===== src/rtl/tps_pkg.sv =====
package tps_pkg;
    localparam int SEL_W  = 3;
    localparam int N_SEL  = 1 << SEL_W;
    localparam int REG_W  = 8;
    localparam int PSR_BIT  = 0;
    localparam int HOLD_BIT = 7;
    localparam int EXT_BIT  = 3;

    typedef enum logic [SEL_W-1:0] {
        DIV_OFF  = 3'd0,
        DIV_1    = 3'd1,
        DIV_8    = 3'd2,
        DIV_32   = 3'd3,
        DIV_64   = 3'd4,
        DIV_128  = 3'd5,
        DIV_256  = 3'd6,
        DIV_1024 = 3'd7
    } div_sel_e;

    // number of low counter bits that must all be one for a wrap at a tap
    function automatic int tap_bits(input int idx);
        case (idx)
            2: return 3;
            3: return 5;
            4: return 6;
            5: return 7;
            6: return 8;
            7: return 10;
            default: return 0;
        endcase
    endfunction
endpackage


===== src/rtl/tps_src_tick.sv =====
module tps_src_tick #(
    parameter int SYNC_STAGES = 2
) (
    input  logic clk,
    input  logic rst_n,
    input  logic osc_in,
    input  logic ext,
    output logic tick
);
    localparam int CHAIN_W = SYNC_STAGES + 1;

    logic [CHAIN_W-1:0] chain_d, chain_q;
    logic               osc_rise;

    always_comb begin
        chain_d = {chain_q[CHAIN_W-2:0], osc_in};
    end

    always_ff @(posedge clk or negedge rst_n) begin
        if (!rst_n) chain_q <= '0;
        else        chain_q <= chain_d;
    end

    assign osc_rise = chain_q[SYNC_STAGES-1] & ~chain_q[SYNC_STAGES];
    assign tick     = ext ? osc_rise : 1'b1;
endmodule


===== src/rtl/tps_tap_mux.sv =====
module tps_tap_mux
    import tps_pkg::*;
#(
    parameter int CNT_W = 10
) (
    input  logic [CNT_W-1:0] cnt,
    input  logic [SEL_W-1:0] sel,
    output logic             hit
);
    logic [N_SEL-1:0] hit_vec;

    for (genvar i = 0; i < N_SEL; i++) begin : g_tap
        if (i == 0) begin : g_off
            assign hit_vec[i] = 1'b0;
        end else if (i == 1) begin : g_pass
            assign hit_vec[i] = 1'b1;
        end else begin : g_div
            localparam int NB = tap_bits(i);
            assign hit_vec[i] = &cnt[NB-1:0];
        end
    end

    assign hit = hit_vec[sel];
endmodule


===== src/rtl/tmr_prescale.sv =====
module tmr_prescale
    import tps_pkg::*;
#(
    parameter int CNT_W       = 10,
    parameter int SYNC_STAGES = 2
) (
    input  logic             clk,
    input  logic             rst_n,
    input  logic             osc_in,
    input  logic             wr_en,
    input  logic             wr_addr,
    input  logic [REG_W-1:0] wr_data,
    input  logic             rd_addr,
    output logic [REG_W-1:0] rd_data,
    output logic             cnt_en
);
    localparam logic ADR_SRC = 1'b0;
    localparam logic ADR_CTL = 1'b1;

    typedef struct packed {
        logic [SEL_W-1:0] sel;
        logic             ext;
        logic             hold;
        logic             psr;
        logic             pulse;
        logic [CNT_W-1:0] cnt;
    } state_t;

    state_t s_d, s_q;

    logic tick, hit, done, clr, keep, wr_src, wr_ctl;
    logic sel_unused_bits;
    logic [SEL_W-1:0] sel_q;
    logic ext_q, hold_q, psr_q, ctl_wr;

    tps_src_tick #(.SYNC_STAGES(SYNC_STAGES)) u_src (
        .clk    (clk),
        .rst_n  (rst_n),
        .osc_in (osc_in),
        .ext    (s_q.ext),
        .tick   (tick)
    );

    tps_tap_mux #(.CNT_W(CNT_W)) u_tap (
        .cnt (s_q.cnt),
        .sel (s_q.sel),
        .hit (hit)
    );

    assign sel_unused_bits = ^wr_data[6:4];

    always_comb begin
        s_d    = s_q;
        wr_src = wr_en & (wr_addr == ADR_SRC);
        wr_ctl = wr_en & (wr_addr == ADR_CTL);
        // a request is applied on the next edge in the system domain,
        // or on a synchronised oscillator edge in the asynchronous domain
        done   = ~s_q.ext | tick;
        clr    = s_q.psr & (s_q.hold | done);
        keep   = s_q.psr & (s_q.hold | ~done);

        if (wr_src) begin
            s_d.sel = wr_data[SEL_W-1:0];
            s_d.ext = wr_data[EXT_BIT];
        end

        if (wr_ctl) begin
            s_d.hold = wr_data[HOLD_BIT];
            if (wr_data[PSR_BIT])       s_d.psr = 1'b1;
            else if (wr_data[HOLD_BIT]) s_d.psr = 1'b0;
            else                        s_d.psr = keep;
        end else begin
            s_d.psr = keep;
        end

        if (clr) begin
            s_d.cnt   = '0;
            s_d.pulse = 1'b0;
        end else if (tick) begin
            s_d.cnt   = s_q.cnt + 1'b1;
            s_d.pulse = hit;
        end else begin
            s_d.pulse = 1'b0;
        end
    end

    always_ff @(posedge clk or negedge rst_n) begin
        if (!rst_n) s_q <= '0;
        else        s_q <= s_d;
    end

    always_comb begin
        rd_data = '0;
        if (rd_addr == ADR_SRC) begin
            rd_data[SEL_W-1:0] = s_q.sel;
            rd_data[EXT_BIT]   = s_q.ext;
        end else begin
            rd_data[HOLD_BIT] = s_q.hold;
            rd_data[PSR_BIT]  = s_q.psr & (s_q.hold | s_q.ext);
        end
    end

    assign cnt_en = s_q.pulse;
    assign sel_q  = s_q.sel;
    assign ext_q  = s_q.ext;
    assign hold_q = s_q.hold;
    assign psr_q  = s_q.psr;
    assign ctl_wr = wr_ctl;
endmodule


===== config.mk =====
export PLATFORM = sky130hd
export DESIGN_NAME = tmr_prescale
export DESIGN_NICKNAME = d
export VERILOG_FILES = /design/src/rtl/tps_pkg.sv /design/src/rtl/tps_src_tick.sv /design/src/rtl/tps_tap_mux.sv /design/src/rtl/tmr_prescale.sv
export SDC_FILE = /design/constraint.sdc
export NUM_CORES = 1
export LEC_CHECK = 0
export BUFFER_PORTS_ARGS = -buffer_cell sky130_fd_sc_hd__clkbuf_2
export CELL_PAD_IN_SITES_DETAIL_PLACEMENT = 1
export CELL_PAD_IN_SITES_GLOBAL_PLACEMENT = 2
export CORE_ASPECT_RATIO = 0.6
export CORE_MARGIN = 4
export CORE_UTILIZATION = 35
export DETAILED_ROUTE_END_ITERATION = 12
export PLACE_DENSITY = 0.84
export SLEW_MARGIN = 20
export SYNTH_ARGS = -nofsm -noshare
export SYNTH_HDL_FRONTEND = slang
export SYNTH_SLANG_ARGS = --single-unit

===== constraint.sdc =====
create_clock -name clk -period 3.4 [get_ports clk]
set_clock_uncertainty 0.1 [all_clocks]
set_input_delay 0.68 -clock clk [delete_from_list [all_inputs] [get_ports clk]]
set_output_delay 0.68 -clock clk [all_outputs]
set_load 0.005 [all_outputs]

# --- Word level (Yosys, flattened, before mapping) ---
# Cells that the tools add are included.
# Widths: inputs -> output; s select.
classes:
  addsub: 1
  n_lt_le_gt_ge: 1
  muxes: 12
  bitwise_logic: 14
  reduce_logical: 7
ops:
  columns: ["op", "n"]
  rows:
  - ["$mux 11", 1]
  - ["$add 10x1->10 const B", 1]
  - ["$mux 10", 1]
  - ["$reduce_and 10->1", 1]
  - ["$mux 1", 8]
  - ["$reduce_and 8->1", 1]
  - ["$reduce_and 7->1", 1]
  - ["$and 1x1->1", 6]
  - ["$reduce_and 6->1", 1]
  - ["$reduce_and 5->1", 1]
  - ["$lt 3x4->1 const B", 1]
  - ["$not 1->1", 4]
  - ["$or 1x1->1", 4]
  - ["$bmux 1 s3", 1]
  - ["$mux 3", 1]
  - ["$reduce_and 3->1", 1]
  - ["$reduce_bool 2->1", 1]
totals:
  register_bits: 20
  inputBits: 14
  out_inout_bits: 9
  wordCells: 42

# --- Logic depth before layout (Yosys ltp) ---
# Gate-level depths: netlist of run 1.
logic_depth:
  ltp_word: 10
  ltp_mapped: 7
  mapped_depth_nobuf: 7

# --- By module ---
# Synthesis of run 1 repeated with hierarchy kept, for this count alone.
unflattened:
  hier_cells: 104
  area_unflattened_um2: 1007.2
modules_own_cells:
  columns: ["mod", "n_inst", "cells_each", "area_per_inst_um2", "seq_area_each_um2"]
  rows:
  - ["tmr_prescale", 1, 86, 839.6, 425.4]
  - ["tps_src_tick", 1, 5, 87.6, 75.1]
  - ["tps_tap_mux", 1, 13, 80.1, 0.0]

# --- Least setup slack after synthesis of run 1 ---
# OpenSTA, ideal clock, no wires.
synth_path:
  path_kind: "register to output"
  from: "reg s_q (netlist bit ext_q)"
  to: "out rd_data[0]"
  t_arrival_ps: 860
  t_required_ps: 2620
  slack_ps: 1760
  stages_incl_launch_ff: 4
  path_buffers: 1
  cell_sequence: "dfrtp_1 buf_2 o211ai_1 o21ai_0"
synth_between:
  elab_chain_len: 3
synth_rtl:
  columns: ["item", "line_no", "text"]
  rows:
  - ["from (decl)", "tmr_prescale.sv:29", "state_t s_d, s_q;"]
  - ["from (signal assigned)", "tmr_prescale.sv:88", "if (!rst_n) s_q <= '0;"]
  - ["from (signal assigned)", "tmr_prescale.sv:89", "else s_q <= s_d;"]
  - ["$or 1x1->1", "tmr_prescale.sv:99", "rd_data[PSR_BIT] = s_q.psr & (s_q.hold | s_q.ext);"]
  - ["$and 1x1->1", "tmr_prescale.sv:99", null]
  - ["$mux 1", "tmr_prescale.sv:94", "if (rd_addr == ADR_SRC) begin"]
  - ["to (decl)", "tmr_prescale.sv:14", "output logic [REG_W-1:0] rd_data,"]
# Every way passes these cells.

# --- Final worst setup path of run 1 ---
# Ends and elaborated chain as after synthesis.

==> reports/results.md, run 1 <==
* 0 — number of synthesis warnings
* 0.746 — Final GP Congestion
* 2 — number of buffers on the longest clock path
* sky130_fd_sc_hd__dfrtp_1 47%, sky130_fd_sc_hd__xnor2_1 5.0%, sky130_fd_sc_hd__a2111oi_2 4.3% — largest cells by area after synthesis
* 23 — Top Ports
* 0.000542 uW — LEAKAGE
* 13 — critical path fanouts, max
* 0.07 ns — clock transition at the registers of the reported paths
* 0 — cts hold-fix bufs
* 4.96 — detailed-route vias per instance
* ext_q — launch point of the critical path
* 2330 microns — final WL
* 47.2% — share of Yosys cell area claimed by the top area cell type
* 42.5% — Util after Layout
* 15.8% — area growth from synthesis to final layout
* 4 — First-pass DRT Iterations
* 15 — number of core rows
* completed — outcome
* 0 — number of setup buffers added after CTS
* 3 — number of buffers added by the clock tree synthesis step
* 14.5 microns — WL per Instance
* 0 — Max Transition Viols Final
* 0 — post-detailed-route DRC marker count
* 47.2% — sequential element share of the synthesized area
* 1 — maximum level of the CTS H-tree
* 1.68 ns — setup slack of the most critical reg-to-reg path
* 1.30 ns — data arrival time of the worst path
* 2.08 ns — clock period minus worst slack
* 5 — cell depth of the worst flop-to-flop path
* 10.3 sq um — mean area per synthesized cell
* flop — CP startpoint kind
* 0 — reported max-cap violation count
* sky130_fd_sc_hd__dfrtp_1 — largest area contributor in the netlist
* false — setup repair after global routing missed its margin
* 137 — Total Nets Final
* 1820 microns — HPWL Detailed
* 1060 sq um — area of the mapped netlist
* 0 — CTS-repair resized insts
* s_q[8] — Reg-to-Reg End
* 2890 sq um — core box area
* rd_data[0] — end point of the critical path
* 27.7% — layout cells sized above 1
* 0.26 ns — Skew-Pair Late Insertion Delay
* 562 nW/um^2 — power per unit of standard cell area
* 50.6 microns — die height
* reg2reg — class of the most critical hold timing path
* 4230 microns — wire length of the first global-routing pass
* 34 — unique cell type count in the Yosys netlist
* output pin — type of destination of the critical path
* 0.481 GHz — FMAX
* 79.0 microns — die extent in x
* 4000 sq um — overall die area
* 0 — total overflow reported by the global router
* 0 — Final Hold Fails
* sky130_fd_sc_hd__clkbuf_8 — Clk Tree Root Cell
* 857 — vias in the first global route
* 0 — number of antenna cells inserted
* 26 — 1st-iter DRT viols
* 346 — Fill cells
* s_q[1] — critical register-to-register path startpoint
* 0 — number of setup violations in the final report
* yes — CTS tree
* 103 — synthesized instance count
* 2.62 ns — critical path data required time
* 0 — antenna violation net count after detailed routing
* 20 — register bit total from synthesis
* 0.243 mV — maximum vdd drop
* reg2out — WS Path Type
* 0.515 ns — worst slew pin tran
* 13.8% — Total GRT Usage
* 20 — clock sink count
* 21 — pin count of the biggest net entering global routing
* 65.7% — worst relative slew slack
* 0 — number of antenna violations at the first check in global routing
* 0 ns — Setup TNS Final
* 61.1% — final critical-path share of the clock period
* 799 — via count
* 36.7% — initial standard-cell utilization of the core
* 16 — number of port buffers
==> cell usage after synthesis <==
master	count
sky130_fd_sc_hd__a211o_1	1
sky130_fd_sc_hd__buf_4	3
sky130_fd_sc_hd__o21ai_1	1
sky130_fd_sc_hd__nor2b_1	4
sky130_fd_sc_hd__o2bb2ai_1	1
sky130_fd_sc_hd__nor2_2	3
sky130_fd_sc_hd__buf_2	2
sky130_fd_sc_hd__dfrtp_1	20
sky130_fd_sc_hd__xor2_1	1
sky130_fd_sc_hd__nand2_1	8
sky130_fd_sc_hd__ha_1	3
sky130_fd_sc_hd__and2_1	1
sky130_fd_sc_hd__a31oi_1	1
sky130_fd_sc_hd__o2111ai_1	1
sky130_fd_sc_hd__a2111oi_2	3
sky130_fd_sc_hd__a21boi_0	1
sky130_fd_sc_hd__inv_1	6
sky130_fd_sc_hd__o21ai_0	4
sky130_fd_sc_hd__a21oi_1	5
sky130_fd_sc_hd__nand3_1	6
sky130_fd_sc_hd__o21a_1	1
sky130_fd_sc_hd__mux2_2	3
sky130_fd_sc_hd__conb_1	1
sky130_fd_sc_hd__a211oi_1	1
sky130_fd_sc_hd__buf_6	1
sky130_fd_sc_hd__o211ai_1	1
sky130_fd_sc_hd__nand2_2	1
sky130_fd_sc_hd__nand2b_4	1
sky130_fd_sc_hd__and3_2	1
sky130_fd_sc_hd__nand4_1	2
sky130_fd_sc_hd__nor2_1	7
sky130_fd_sc_hd__xnor2_1	6
sky130_fd_sc_hd__nand4_2	1
sky130_fd_sc_hd__mux2i_1	1
==> sequential cells by signal, summed over array words and instances (netlist names) <==
register and cells:
cnt_en 1, ext_q 1, hold_q 1, psr_q 1, s_q 10, sel_q 3, u_src.chain_q 3
==> routing by layer <==
| metal | GRT usage, % | up-vias | share of wire (%) |
|---|---|---|---|
| met5 | 0 | - | 0 |
| met2 | 19.8 | 12 | 43 |
| met3 | 3.94 | 3 | 5.0 |
| met4 | 3.43 | 0 | 0.73 |
| met1 | 20.1 | 401 | 51 |
| li1 | - | 383 | - |
==> cell type report <==
class | count | area, sq um | area share (%)
flip-flops and latches | 20 | 500 | 40.8
clock buffers | 3 | 41.3 | 3.36
multi-input cells | 73 | 500 | 40.8
inverters | 6 | 22.5 | 1.83
well taps | 42 | 52.6 | 4.28
clock inverters | 1 | 30.0 | 2.45
repair buffers | 16 | 80.1 | 6.52
==> how the worst min path moves through the flow <==
stage	startpoint	end	slack [ns]	cells after the start
after floorplan	u_src.chain_q[0]	u_src.chain_q[1]	0.23	0
after global placement	u_src.chain_q[0]	u_src.chain_q[1]	0.23	0
after detailed placement	u_src.chain_q[0]	u_src.chain_q[1]	0.24	0
after CTS	u_src.chain_q[0]	u_src.chain_q[1]	0.26	0
after global routing	u_src.chain_q[0]	u_src.chain_q[1]	0.27	0
final	u_src.chain_q[0]	u_src.chain_q[1]	0.25	0
==> cell families (layout without fill, tap and decap cells) <==
| group | Yosys count | in the layout | share of synthesized area (%) |
|---|---|---|---|
| compound gates | 21 | 21 | 14.9 |
| xor+xnor | 7 | 7 | 5.79 |
| fa+ha+maj | 3 | 3 | 3.54 |
| buf+inv | 12 | 26 | 6.26 |
| flops | 20 | 20 | 47.2 |
| mux | 4 | 4 | 4.13 |
| other cells | 1 | 3 | 0.354 |
| simple gates | 35 | 35 | 17.8 |
==> worst max-delay path, cell delays in order, from the launching register on <==
cell and delay [ns]:
sky130_fd_sc_hd__dfrtp_1 0.65, sky130_fd_sc_hd__o211ai_1 0.16, sky130_fd_sc_hd__o21ai_0 0.09, sky130_fd_sc_hd__clkbuf_2 0.13
==> power by group <==
| group | switching (uW) | internal (uW) | leakage [uW] |
|---|---|---|---|
| Combinational | 66.3 | 61.5 | 0.000251 |
| Sequential | 53.6 | 273 | 0.000256 |
| Clock | 78.2 | 157 | 0.0000357 |
==> through the flow <==
stage / power (uW) / std cells / hold slack, ns / instance area (sq um) / setup WS (ns)
after floorplan: 414 / 105 / 0.231 / 1070 / 1.76
after global placement: 452 / 157 / 0.234 / 1160 / 1.51
after detailed placement: 464 / 157 / 0.237 / 1160 / 1.49
after CTS: 706 / 161 / 0.256 / 1230 / 1.29
after global routing: 752 / 161 / 0.267 / 1230 / 1.17
final: 689 / 161 / 0.253 / 1230 / 1.32
==> placed cells by master, fill, tap and decap left out, types with 2 or more instances in the layout <==
cell / netlist / final
sky130_fd_sc_hd__nand2_1: 8 / 8
sky130_fd_sc_hd__ha_1: 3 / 3
sky130_fd_sc_hd__a2111oi_2: 3 / 3
sky130_fd_sc_hd__o21ai_0: 4 / 4
sky130_fd_sc_hd__nand4_1: 2 / 2
sky130_fd_sc_hd__nor2_2: 3 / 3
sky130_fd_sc_hd__nand3_1: 6 / 6
sky130_fd_sc_hd__clkbuf_8: 0 / 3
sky130_fd_sc_hd__a21oi_1: 5 / 5
sky130_fd_sc_hd__nor2b_1: 4 / 4
sky130_fd_sc_hd__conb_1: 1 / 3
sky130_fd_sc_hd__xnor2_1: 6 / 6
sky130_fd_sc_hd__dfrtp_1: 20 / 20
sky130_fd_sc_hd__clkbuf_2: 0 / 16
sky130_fd_sc_hd__mux2_2: 3 / 3
sky130_fd_sc_hd__inv_1: 6 / 6
sky130_fd_sc_hd__nor2_1: 7 / 7
Power figures use the tool's default switching activity.
==> run 2: changes to the inputs <==
--- a/config.mk
+++ b/config.mk
@@ -10,9 +10,9 @@
 export CELL_PAD_IN_SITES_GLOBAL_PLACEMENT = 2
 export CORE_ASPECT_RATIO = 0.6
 export CORE_MARGIN = 4
-export CORE_UTILIZATION = 35
+export CORE_UTILIZATION = 33
 export DETAILED_ROUTE_END_ITERATION = 12
-export PLACE_DENSITY = 0.84
+export PLACE_DENSITY = 0.8
 export SLEW_MARGIN = 20
 export SYNTH_ARGS = -nofsm -noshare
 export SYNTH_HDL_FRONTEND = slang
==> constraint.sdc (replaced) <==
create_clock -name clk -period 2.15 [get_ports clk]
set_clock_uncertainty 0.1 [all_clocks]
set_input_delay 0.43 -clock clk [delete_from_list [all_inputs] [get_ports clk]]
set_output_delay 0.43 -clock clk [all_outputs]
set_load 0.005 [all_outputs]
==> run 2 against run 1 <==
  * Flip-flop and latch count stayed put
  * Power grew 60%
  * Largest power group unchanged
  * Die area grew 5.3%
  * Critical path type unchanged
  * Routed wire length up 7.5%
  * Highest routed layer is now met3
  * Critical path depth unchanged
  * Final area unchanged
==> reports/results.md, run 2 (synthesis results as in run 1) <==
* sky130_fd_sc_hd__clkbuf_8 — Clk Tree Root Cell, unchanged
* flop — CP startpoint kind, unchanged
* 0 — post-detailed-route DRC marker count, unchanged
* 0.08 ns — clock transition at the registers of the reported paths, was 0.07 ns
* 0 — Final Hold Fails, unchanged
* 15 — number of core rows, unchanged
* 15.5 microns — WL per Instance, was 14.5 microns
* 0 — antenna violation net count after detailed routing, unchanged
* 4 — First-pass DRT Iterations, unchanged
* 13.6% — Total GRT Usage, was 13.8%
* 1.33 ns — data arrival time of the worst path, was 1.30 ns
* 901 nW/um^2 — power per unit of standard cell area, was 562 nW/um^2
* 20 — clock sink count, unchanged
* 0.515 ns — worst slew pin tran, about the same
* o211ai_1 -> o21ai_0 -> clkbuf_2 — CP Cell Sequence, unchanged
* 0 — total overflow reported by the global router, unchanged
* 13 — critical path fanouts, max, unchanged
* 4210 sq um — overall die area, was 4000 sq um
* 1910 microns — HPWL Detailed, was 1820 microns
* 0.744 — Final GP Congestion, was 0.746
* 137 — Total Nets Final, unchanged
* 500 sq um — area used by multi-input combinational logic, unchanged
* s_q[1] — critical register-to-register path startpoint, unchanged
* 10 — flip-flop count of the largest register, all copies and words added, unchanged
* 4.96 — detailed-route vias per instance, unchanged
* yes — CTS tree, unchanged
* sky130_fd_sc_hd__dfrtp_1 — most common library cell in the layout ignoring fill and taps, unchanged
* 30 — 1st-iter DRT viols, was 26
* 0 ns — Setup TNS Final, unchanged
* 0.356 mV — maximum vdd drop, was 0.243 mV
* sky130_fd_sc_hd__dfrtp_1 — CP max stage cell, unchanged
* 500 sq um — sequential cell area, unchanged
* 0.000542 uW — LEAKAGE, unchanged
* 0 — reported max-cap violation count, unchanged
* 0 — number of antenna cells inserted, unchanged
* 0.67 ns — slowest stage delay, CP, was 0.65 ns
* 0.45 ns — setup slack of the most critical reg-to-reg path, was 1.68 ns
* 0 — Max Transition Viols Final, unchanged
* 0 — CTS-repair resized insts, unchanged
* 81.2 microns — die extent in x, was 79.0 microns
* 27.7% — layout cells sized above 1, unchanged
* s_q — largest reg by FF count, unchanged
* 20 x sky130_fd_sc_hd__dfrtp_1, 16 x sky130_fd_sc_hd__clkbuf_2, 8 x sky130_fd_sc_hd__nand2_1, 7 x sky130_fd_sc_hd__nor2_1 — highest-count cells in the layout ignoring fill and taps, unchanged
* 21 — pin count of the biggest net entering global routing, unchanged
* 86.4% — final critical-path share of the clock period
* 23 — Top Ports, unchanged
* 0 — cts hold-fix bufs, unchanged
* 2970 sq um — core box area, was 2890 sq um
* 799 — via count, unchanged
* 0.26 ns — Skew-Pair Late Insertion Delay, about the same
* 1.86 ns — clock period minus worst slack
* false — setup repair after global routing missed its margin, unchanged
* in2async — class of the most critical hold timing path, was reg2reg
* 0 — number of setup buffers added after CTS, unchanged
* 849 — vias in the first global route, was 857
* 0 — number of antenna violations at the first check in global routing, unchanged
* reg2out — WS Path Type, unchanged
* 1 — maximum level of the CTS H-tree, unchanged
* 2500 microns — final WL, was 2330 microns
* output pin — type of destination of the critical path, unchanged
* ext_q — launch point of the critical path, unchanged
* completed — outcome, unchanged
* 51.9 microns — die height, was 50.6 microns
* 4270 microns — wire length of the first global-routing pass, was 4230 microns
* 0.0324 ns — smallest hold slack, was 0.253 ns
* 0.538 GHz — FMAX
* 15.8% — area growth from synthesis to final layout, unchanged
* 16 — number of port buffers, unchanged
* 5 — cell depth of the worst flop-to-flop path, unchanged
* s_q[8] — Reg-to-Reg End, unchanged
* 0 — number of setup violations in the final report, unchanged
* 65.7% — worst relative slew slack, about the same
* 35.7% — initial standard-cell utilization of the core, was 36.7%
* 2 — number of buffers on the longest clock path, unchanged
* 3 — number of buffers added by the clock tree synthesis step, unchanged
* 361 — Fill cells, was 346
* 1.62 ns — critical path data required time, was 2.62 ns
==> run 2: per-stage QoR <==
step / setup WS [ns] / utilization, % / cell area, sq um / std cells / total power (uW)
after floorplan: 0.654 / - / 1070 / 105 / 654
after global placement: 0.500 / 39.0 / 1160 / 157 / 715
after detailed placement: 0.449 / 39.0 / 1160 / 157 / 741
after CTS: 0.280 / 41.4 / 1230 / 161 / 1120
after global routing: 0.138 / 41.4 / 1230 / 161 / 1170
final: 0.292 / 41.4 / 1230 / 161 / 1110
==> run 2: worst max-delay path by stage <==
stage | endpoint | slack (ns) | cells after the start
final | rd_data[0] | 0.29 | 3
after global routing | rd_data[0] | 0.14 | 3
after CTS | rd_data[0] | 0.28 | 3
after detailed placement | s_q[8] | 0.45 | 5
after global placement | s_q[8] | 0.50 | 5
after floorplan | s_q[8] | 0.65 | 5
==> run 2: critical path: cells and delay by family, from the launching register on <==
| family | cells | cell delay (ns) |
|---|---|---|
| compound gates | 2 | 0.26 |
| buf+inv | 1 | 0.14 |
| flops | 1 | 0.67 |
==> run 2: power breakdown <==
group	leakage, uW	internal, uW	switching [uW]
sequential	0.000256	431	89.9
clock	0.0000357	248	127
combinational	0.000251	98.9	111
total	0.000542	778	328
==> run 2: metal layers <==
layer  vias to the layer above  GRT usage [%]  wire length, microns
met5                         -              0                     0
met4                         0           2.25                     0
met3                         0           3.81                   120
met2                        12           21.1                  1170
met1                       401           19.0                  1210
li1                        386              -                     -
==> run 2: final cells by class <==
type	count	share of cell area, %
timing repair buffer	16	6.52
inverter	6	1.83
sequential	20	40.8
clock buffer	3	3.36
clock inverter	1	2.45
multi-input combinational	73	40.8
tap	42	4.28
==> run 3: changes to the inputs <==
==> constraint.sdc (replaced) <==
create_clock -name clk -period 2.15 [get_ports clk]
set_clock_uncertainty 0.1 [all_clocks]
set_input_delay 0.43 -clock clk [delete_from_list [all_inputs] [get_ports clk]]
set_output_delay 0.43 -clock clk [all_outputs]
set_load 0.05 [all_outputs]
==> run 3 against run 2 <==
  * Flip-flop and latch count unchanged
  * Register-to-register slack about the same
  * Final area decreased by 1.3%
  * Critical path type unchanged
  * Highest routed layer unchanged
==> reports/results.md, run 3 (synthesis results as in run 1) <==
* yes — CTS tree, unchanged
* 92.1% — final critical-path share of the clock period, was 86.4%
* 5 — cell depth of the worst flop-to-flop path, unchanged
* 0.07 ns — clock transition at the registers of the reported paths, was 0.08 ns
* 0 — Max Transition Viols Final, unchanged
* 0 — number of antenna cells inserted, unchanged
* 2 — number of buffers on the longest clock path, unchanged
* s_q — largest reg by FF count, unchanged
* output pin — type of destination of the critical path, unchanged
* 12.6% — Total GRT Usage, was 13.6%
* 0.433 ns — worst setup slack after placement, was 0.449 ns
* 0 — number of setup buffers added after CTS, unchanged
* 2970 sq um — core box area, unchanged
* reg2out — WS Path Type, unchanged
* 20 — clock sink count, unchanged
* flop — CP startpoint kind, unchanged
* 9 — 1st-iter DRT viols, was 30
* 1.98 ns — clock period minus worst slack, was 1.86 ns
* 14.3% — area growth from synthesis to final layout, was 15.8%
* sky130_fd_sc_hd__clkbuf_8 — Clk Tree Root Cell, unchanged
* s_q[8] — Reg-to-Reg End, unchanged
* 0 ns — Setup TNS Final, unchanged
* false — setup repair after global routing missed its margin, unchanged
* 0 — CTS-repair resized insts, unchanged
* 772 — via count, was 799
* 0 — post-detailed-route DRC marker count, unchanged
* 0.505 GHz — FMAX, was 0.538 GHz
* 21 — pin count of the biggest net entering global routing, unchanged
* 1160 sq um — post-place instance area, unchanged
* 872 nW/um^2 — power per unit of standard cell area, was 901 nW/um^2
* 157 — Cell Count Post-Placement, unchanged
* 2330 microns — final WL, was 2500 microns
* 0 — cts hold-fix bufs, unchanged
* 0.511 ns — worst slew pin tran, was 0.515 ns
* 0.170 ns — minimum setup slack in the final design, was 0.292 ns
* 23 — Top Ports, unchanged
* 35.7% — initial standard-cell utilization of the core, unchanged
* 16 — number of port buffers, unchanged
* 3930 microns — wire length of the first global-routing pass, was 4270 microns
* 0.353 mV — maximum vdd drop, was 0.356 mV
* s_q[1] — critical register-to-register path startpoint, unchanged
* 3 — number of buffers added by the clock tree synthesis step, unchanged
* 0.45 ns — setup slack of the most critical reg-to-reg path, about the same
* 81.2 microns — die extent in x, unchanged
* 4.80 — detailed-route vias per instance, was 4.96
* 161 — non-filler instance count after layout, unchanged
* 13 — critical path fanouts, max, unchanged
* 800 — vias in the first global route, was 849
* 0 — number of antenna violations at the first check in global routing, unchanged
* 1.45 ns — data arrival time of the worst path, was 1.33 ns
* 66.0% — worst relative slew slack, was 65.7%
* 1 — maximum level of the CTS H-tree, unchanged
* 0 — number of setup violations in the final report, unchanged
* 0.000535 uW — LEAKAGE, was 0.000542 uW
* 27.7% — layout cells sized above 1, unchanged
* 51.9 microns — die height, unchanged
* 15 — number of core rows, unchanged
* completed — outcome, unchanged
* 4 — First-pass DRT Iterations, unchanged
* 14.4 microns — WL per Instance, was 15.5 microns
* 20 x sky130_fd_sc_hd__dfrtp_1, 16 x sky130_fd_sc_hd__clkbuf_2, 8 x sky130_fd_sc_hd__nand2_1, 7 x sky130_fd_sc_hd__nor2_1 — highest-count cells in the layout ignoring fill and taps, unchanged
* 10 — flip-flop count of the largest register, all copies and words added, unchanged
* 0.25 ns — Skew-Pair Late Insertion Delay, was 0.26 ns
* in2async — class of the most critical hold timing path, unchanged
* 0 — antenna violation net count after detailed routing, unchanged
* 0 — Final Hold Fails, unchanged
* 137 — Total Nets Final, unchanged
* 0.728 — Final GP Congestion, was 0.744
* 1210 sq um — Design Area, Final, was 1230 sq um
* 0 — reported max-cap violation count, unchanged
* 1820 microns — HPWL Detailed, was 1910 microns
* sky130_fd_sc_hd__dfrtp_1 — most common library cell in the layout ignoring fill and taps, unchanged
* 0 — total overflow reported by the global router, unchanged
* 1.62 ns — critical path data required time, about the same
* 4210 sq um — overall die area, unchanged
## run 3: power breakdown
group	internal (uW)	switching (uW)
logic	98.3	156
clock network	163	121
registers	431	85.9
total	692	363
## run 3: layer usage
metal | vias up | global-route usage [%] | routed length [microns]
li1 | 382 | - | -
met1 | 380 | 17.9 | 1240
met2 | 10 | 18.7 | 978
met3 | 0 | 4.67 | 111
met4 | 0 | 1.69 | 0
met5 | - | 0 | 0
## run 3: how the worst max path moves through the flow
| stage | cells after the start | from | slack, ns | to |
|---|---|---|---|---|
| after floorplan | 1 | rd_addr | 0.09 | rd_data[0] |
| after global placement | 3 | ext_q | 0.45 | rd_data[0] |
| after detailed placement | 3 | ext_q | 0.43 | rd_data[0] |
| after CTS | 3 | ext_q | 0.14 | rd_data[0] |
| after global routing | 3 | ext_q | 0.02 | rd_data[0] |
| final | 3 | ext_q | 0.17 | rd_data[0] |
## run 3: metrics by stage
| stage | power, uW | hold WS (ns) | util [%] |
|---|---|---|---|
| 2_1_floorplan | 705 | 0.0344 | - |
| 3_3_place_gp | 766 | 0.235 | 39.0 |
| 3_5_place_dp | 780 | 0.245 | 39.0 |
| 4_1_cts | 1070 | 0.0471 | 40.8 |
| 5_1_grt | 1130 | 0.0697 | 40.8 |
| 6_report | 1060 | 0.0287 | 40.8 |
## run 3: final cells by class
type | count | area [sq um]
Tap cell | 42 | 52.6
Clock buffer | 4 | 55.1
Multi-Input combinational cell | 73 | 500
Sequential cell | 20 | 500
Fill cell | 360 | 1750
Timing Repair Buffer | 16 | 80.1
Inverter | 6 | 22.5
## run 3: worst max-delay path, cell delays in order (launching register included)
cell and delay, ns:
sky130_fd_sc_hd__dfrtp_1 0.64, sky130_fd_sc_hd__o211ai_1 0.16, sky130_fd_sc_hd__o21ai_0 0.09, sky130_fd_sc_hd__clkbuf_2 0.30
